$ cat src/rtl/coex_arbiter.sv
module coex_arbiter #(
  parameter int TICK_W  = 8,
  parameter int MAX_WIN = 20,
  parameter int CNT_W   = 16
) (
  input  logic              clk,
  input  logic              rst_n,
  input  logic [1:0]        mode_i,
  input  logic              req_i,
  input  logic              pri_i,
  input  logic              slot_active_i,
  input  logic              idle_listen_i,
  input  logic [TICK_W-1:0] ticks_to_slot_i,
  output logic              grant_o,
  output logic [CNT_W-1:0]  grant_cnt_o,
  output logic [CNT_W-1:0]  deny_cnt_o
);

  localparam int WIN_W = $clog2(MAX_WIN + 1);
  localparam int CMP_W = (TICK_W > WIN_W) ? TICK_W : WIN_W;
  localparam logic [1:0] MODE_OFF = 2'b00;
  localparam logic [1:0] MODE_2W  = 2'b01;

  typedef enum logic [1:0] {ST_IDLE, ST_GRANT, ST_LOCK} state_t;

  state_t           state;
  logic [WIN_W-1:0] win_cnt;
  logic [1:0]       req_sy, pri_sy;
  logic             req_s, pri_s, off, pri_eff;
  logic             band_free, band_borrow, eligible, take, refuse;
  logic [CMP_W-1:0] ticks_ext, win_len;

  always_ff @(posedge clk or negedge rst_n)
    if (!rst_n) begin
      req_sy <= '0;
      pri_sy <= '0;
    end else begin
      req_sy <= {req_sy[0], req_i};
      pri_sy <= {pri_sy[0], pri_i};
    end

  assign req_s = req_sy[1];
  assign pri_s = pri_sy[1];
  assign off   = (mode_i == MODE_OFF);
  assign pri_eff = pri_s && (mode_i != MODE_2W);

  assign ticks_ext = CMP_W'(ticks_to_slot_i);
  assign win_len   = (ticks_ext > CMP_W'(MAX_WIN)) ? CMP_W'(MAX_WIN) : ticks_ext;

  assign band_free   = !slot_active_i && !idle_listen_i;
  assign band_borrow = !slot_active_i && idle_listen_i && pri_eff;
  assign eligible    = (band_free || band_borrow) && (win_len != '0);
  assign take        = !off && (state == ST_IDLE) && req_s && eligible;
  assign refuse      = !off && (state == ST_IDLE) && req_s && !eligible;

  always_ff @(posedge clk or negedge rst_n)
    if (!rst_n) begin
      state   <= ST_IDLE;
      win_cnt <= '0;
    end else if (off) begin
      state   <= ST_IDLE;
      win_cnt <= '0;
    end else begin
      case (state)
        ST_IDLE:
          if (take) begin
            state   <= ST_GRANT;
            win_cnt <= WIN_W'(win_len);
          end else if (refuse) begin
            state <= ST_LOCK;
          end
        ST_GRANT:
          if (!req_s) begin
            state   <= ST_IDLE;
            win_cnt <= '0;
          end else if (slot_active_i || win_cnt == WIN_W'(1)) begin
            state   <= ST_LOCK;
            win_cnt <= '0;
          end else begin
            win_cnt <= win_cnt - WIN_W'(1);
          end
        default:
          if (!req_s) state <= ST_IDLE;
      endcase
    end

  always_ff @(posedge clk or negedge rst_n)
    if (!rst_n) begin
      grant_cnt_o <= '0;
      deny_cnt_o  <= '0;
    end else begin
      if (take && grant_cnt_o != '1)  grant_cnt_o <= grant_cnt_o + CNT_W'(1);
      if (refuse && deny_cnt_o != '1) deny_cnt_o  <= deny_cnt_o + CNT_W'(1);
    end

  assign grant_o = off || (state == ST_GRANT);

  AST_SLOT_NO_GRANT: assert property (@(posedge clk) disable iff (!rst_n)
    (!off && slot_active_i) |=> (!grant_o || mode_i == MODE_OFF));
  AST_REQ_LOW_DROP: assert property (@(posedge clk) disable iff (!rst_n)
    (!off && !req_s) |=> (!grant_o || mode_i == MODE_OFF));
  AST_WIN_LIVE: assert property (@(posedge clk) disable iff (!rst_n)
    (state == ST_GRANT) |-> (win_cnt != '0 && win_cnt <= WIN_W'(MAX_WIN)));
  AST_OFF_FROZEN: assert property (@(posedge clk) disable iff (!rst_n)
    off |=> ($stable(grant_cnt_o) && $stable(deny_cnt_o)));
  AST_ONE_STEP: assert property (@(posedge clk) disable iff (!rst_n)
    1'b1 |=> !(grant_cnt_o != $past(grant_cnt_o) && deny_cnt_o != $past(deny_cnt_o)));
  AST_TWO_WIRE_NO_BORROW: assert property (@(posedge clk) disable iff (!rst_n)
    (mode_i == MODE_2W && state == ST_IDLE && idle_listen_i) |=> (state != ST_GRANT));
  AST_LOCK_HOLDS: assert property (@(posedge clk) disable iff (!rst_n)
    (state == ST_LOCK && req_s && !off) |=> (state == ST_LOCK));

endmodule

$ cat config.mk
export PLATFORM = sky130hd
export DESIGN_NAME = coex_arbiter
export DESIGN_NICKNAME = d
export VERILOG_FILES = /design/src/rtl/coex_arbiter.sv
export SDC_FILE = /design/constraint.sdc
export NUM_CORES = 1
export LEC_CHECK = 0
export ABC_AREA = 1
export BUFFER_PORTS_ARGS = -buffer_cell sky130_fd_sc_hd__buf_2
export CAP_MARGIN = 30
export CELL_PAD_IN_SITES_DETAIL_PLACEMENT = 2
export CELL_PAD_IN_SITES_GLOBAL_PLACEMENT = 2
export CORE_ASPECT_RATIO = 1.4
export CORE_MARGIN = 2
export CORE_UTILIZATION = 25
export CTS_CLUSTER_DIAMETER = 80
export CTS_CLUSTER_SIZE = 28
export DETAILED_ROUTE_END_ITERATION = 12
export HOLD_SLACK_MARGIN = 0.1
export PLACE_DENSITY = 0.75
export SLEW_MARGIN = 10
export SYNTH_ARGS = -nofsm -noshare
export SYNTH_HDL_FRONTEND = slang
export SYNTH_SLANG_ARGS = --single-unit
$ cat constraint.sdc
create_clock -name clk -period 1.6 [get_ports clk]
set_input_delay 0.48 -clock clk [delete_from_list [all_inputs] [get_ports clk]]
set_output_delay 0.48 -clock clk [all_outputs]
set_load 0.01 [all_outputs]
# == Yosys cells after proc, flatten, opt, wreduce, memory -nomap -nowiden ==
# Cells that the tools add are included.
# totals
reg_bits,43
latchBits,0
ram_bits,0
rom_bits,0
in_bits,16
output_inout_bits,33
elab_cells,56
memories,0
# op_classes
add_sub_neg,3
multipliers,0
n_div,0
n_lt_le_gt_ge,1
n_eq_ne,9
shifts,0
muxes,13
bitwise,0
reduce_logical,24
# ops
cell,count
$add 16x1->16 const B,2
$ne 16x16->1 const B,2
$mux 5,4
$mux 2,6
$logic_and 1x1->1,11
$pmux 5 s2,1
$gt 8x5->1 const B,1
$mux 8,1
$ne 4x4->1 const B,2
$reduce_bool 8->1,1
$eq 5x1->1 const B,1
$sub 5x1->5 const B,1
$logic_not 1->1,4
$logic_not 2->1,2
$ne 4x1->1 const B,1
$pmux 2 s2,1
$logic_or 1x1->1,3
$ne 3x3->1 const B,1
$reduce_and 3->1,1
$reduce_bool 3->1,1
$eq 2x1->1 const B,1
$ne 2x1->1 const B,1
$reduce_and 2->1,1

# == Depth between registers and ports, before layout ==
# logic_depth
depth_word,11
mapped_depth,12
ltp_nobuf,11

# == Least setup slack after synthesis ==
# Ideal clock, no wire load.
# synth_timing
path_kind,reg2reg
start,reg grant_cnt_o[0]
end,reg grant_cnt_o[2]
setup_time_ps,117
t_arrival_ps,1548
required_ps,1483
path_slack_ps,-65
stages_incl_launch_ff,10
n_path_buf,1
period_less_slack_ps,1665
cell_sequence,dfrtp_1 ha_1 nand3_2 nor2_4 nand2_1 nor3_2 nand2_2 buf_2 nand3_1 nand2_1
# synth_via
elab_chain_cells,2
elab_cells_between_ends,3
cone_classes,add/sub (1); eq/ne (1); reduce/logical (1)
# synth_lines
item,line_no,source
start: declaration,15,"output logic [CNT_W-1:0] grant_cnt_o,"
start signal: assignment,92,if (take && grant_cnt_o != '1) grant_cnt_o <= grant_cnt_o + CNT_W'(1);
"parallel branches: the longest is 2 deep, another holds $add 16x1->16",-,
# Parallel ways; which one is timed is not known.
# A chain may end at the register's enable or synchronous reset.

# == Final worst setup path ==
# layout_timing
start,reg state[1]
end,out grant_o
# layout_via
elab_chain_cells,2
# layout_lines
item,line_no,source
start: declaration,26,state_t state;
start signal: assignment,58,state <= ST_IDLE;
start signal: assignment,61,state <= ST_IDLE;
start signal: assignment,67,state <= ST_GRANT;
$eq 2x1->1,96,assign grant_o = off || (state == ST_GRANT);
$logic_or 1x1->1,96,
end: declaration,14,"output logic grant_o,"
# Every way passes these cells.

==> results_dict.tcl <==
set metrics [dict create \
    post-route-min-period_ns 1.69 \
    crit_family "flip-flops" \
    layout.cells.most_common_list "nand2_1 (99), buf_4 (65), nand3_1 (49)" \
    multiInputGateArea_mm2 0.00169 \
    ys.warnings.count 0 \
    syn_area_per_cell_um2 7.36 \
    violations "setup timing" \
    finish.utilization 0.395 \
    initial_core_util 0.257 \
    core-area_mm2 0.0104 \
    reg2reg_slack_ns -0.05 \
    insertedDiodeCount 0 \
    fin_cells 626 \
    hold_viol_final 0 \
    cap_violations 0 \
    synth_seq_cells 43 \
    fp.dieArea_mm2 0.0116 \
    hold_slack_ns 0.155 \
    slew_violations 0 \
    numCtsBuffers 5 \
    grt_overflow_total 0 \
    rows 44 \
    final_nets 508 \
    hold_class "input port to asynchronous set/reset pin" \
    antenna_found_initial 0 \
    syn_to_final_growth_pct 53.3 \
    skew_ns 0.0100 \
    end_kind "primary output" \
    cts_sinks 43 \
    crit_buf_inv 3 \
    grtUsageTotal 0.172 \
    clk_latency_ns 0.29 \
    vdd_drop_max_mv 0.454 \
    syn_area_mm2 0.00268 \
    n_fill_cell 1216 \
    io_pins 49 \
    path_depth 5 \
    post-dp-hpwl_mm 7.26 \
    root_buffer "clkbuf_16" \
    grt_pass1_vias 3310 \
    drt_iter0_markers 97 \
    cp_max_fo 3 \
    p_per_area_mw_per_mm2 981 \
    rsz0062_at_grt "true" \
    tightest_slew_ns 0.431 \
    gp_congestion 0.845 \
    status "finished with violations" \
    p_leak_nw 2.08 \
    grt_max_degree 44 \
    finalSetupViolCount 16 \
    antenna_left 0 \
    routed_wirelength_mm 11.4 \
    slowest_delay_ns 0.41 \
    cp.required_ns 1.12 \
    seqCellArea_mm2 0.00108 \
    port_buffers 48 \
    die_w_um 91.5 \
    post_drt_wl_per_cell_um 18.3 \
    grt_pass1_wl_mm 15.9 \
    ff2ff_path_depth 9 \
    finalCritPeriodShare 1.06 \
    worst_path_max_delay_cell "dfrtp_1" \
    preCtsSetupSlack_ns -0.274 \
    first_pass_iters 8 \
    route.detailed.drc 0 \
    synth_cell_types 27 \
    syn_nets 384 \
    finalWorstSetupSlack_ns -0.0930 \
    cp_common_cell "nor2_4" \
    max_freq_mhz 591 \
    cts_tree "built" \
    startpoint_type "flop" \
    postPlaceCellArea_mm2 0.00352 \
    dp.cells 602 \
    cts-htree-levels 2 \
    via_count 3022 \
    yosysSeqAreaShare 0.402 \
    layout_commonest_cell "nand2_1" \
    cp.arrival_ns 1.21 \
    via_per_inst 4.83 \
    postLayoutCellArea_mm2 0.00411 \
    synth_cells 364 \
    ctsLongestPathBuffers 2 \
    path_clk_slew_ns 0.07 \
    critical_path.cell_chain "buf_4 > nor2_4 > nor2_4 > inv_2 > buf_6" \
    holdBufCountCts 0 \
    layout-drive-gt1-share 0.383 \
    maxSlewHeadroom 0.710 \
    critical_path_class "flop to primary output" \
    dieHeight_um 126 \
]
[power by group]
part | switching [mW] | total, mW | leakage, nW | internal [mW]
combinational | 0.912 | 1.67 | 1.44 | 0.758
sequential | 0.135 | 1.37 | 0.574 | 1.23
clock | 0.422 | 0.994 | 0.0640 | 0.572
total | 1.47 | 4.03 | 2.08 | 2.56
[cell type report]
| cell class | count | share of cell area |
|---|---|---|
| clock buffer | 7 | 0.0323 |
| inverter | 29 | 0.0283 |
| multi-input combinational | 286 | 0.412 |
| sequential | 43 | 0.263 |
| tap | 138 | 0.0420 |
| timing repair buffer | 123 | 0.223 |
[worst paths after layout]
check / startpoint / to
max: state[1] / grant_o
min: rst_n / deny_cnt_o[8]
max reg2reg: grant_cnt_o[1] / grant_cnt_o[6]
min reg2reg: req_sy[0] / req_sy[1]
max in group asynchronous: rst_n / grant_cnt_o[0]
min in group clk: req_i / req_sy[0]
[cell usage after synthesis]
| library cell | instances | share of area |
|---|---|---|
| inv_2 | 1 | 0.0014 |
| dfrtp_1 | 43 | 0.40 |
| nand2_1 | 123 | 0.17 |
| nand2_8 | 1 | 0.0075 |
| inv_1 | 28 | 0.039 |
| nand2_4 | 1 | 0.0042 |
| o21a_1 | 1 | 0.0028 |
| o21ai_0 | 5 | 0.0093 |
| a21oi_1 | 2 | 0.0037 |
| nor2_2 | 2 | 0.0047 |
| nor3b_1 | 1 | 0.0028 |
| nand4_1 | 6 | 0.014 |
| nor2_1 | 37 | 0.052 |
| xnor2_1 | 10 | 0.033 |
| ha_1 | 4 | 0.019 |
| buf_6 | 3 | 0.013 |
| nand3_1 | 58 | 0.11 |
| nand2_2 | 2 | 0.0047 |
| buf_4 | 1 | 0.0028 |
| nand3b_1 | 1 | 0.0028 |
| nor2_4 | 1 | 0.0042 |
| nor3_1 | 8 | 0.015 |
| buf_2 | 2 | 0.0037 |
| nand3_2 | 1 | 0.0037 |
| buf_8 | 1 | 0.0056 |
| nor3_2 | 2 | 0.0075 |
| xor2_1 | 19 | 0.062 |
[per-layer routing]
layer	vias to the layer above	global-route usage	share of wire
met2	58	0.353	0.59
met5	-	0	0
met4	0	0.0517	0.014
met1	1541	0.177	0.37
li1	1411	-	-
met3	12	0.0214	0.023
[registers in the layout (all words and copies together) (netlist names)]
signal       count
deny_cnt_o      16
grant_cnt_o     16
pri_sy           2
req_sy           2
state            2
win_cnt          5
[stage by stage]
stage               setup TNS (ns)  total power, mW
floorplan                   -0.248             2.03
global placement             -3.36             2.56
detailed placement           -6.15             2.66
CTS                         -0.119             3.82
global route                 -3.35             4.28
finish                      -0.539             4.03
[cells by family after synthesis]
kind of cell	synth area share
adder cells (fa/ha/maj)	0.0187
AO/OA/AOI/OAI	0.0159
AND/OR/NAND/NOR	0.404
buffers and inverters	0.0654
flip-flops	0.402
XOR/XNOR	0.0948
[timing repair]
action,4_1_cts,5_1_grt
endpoints found under the hold margin,0,0
cloned,0,3
resized for setup,18,56
pin swaps,5,23
buffers inserted,9,5
endpoints found under the setup margin,34,39
Power figures use the tool's default switching activity.
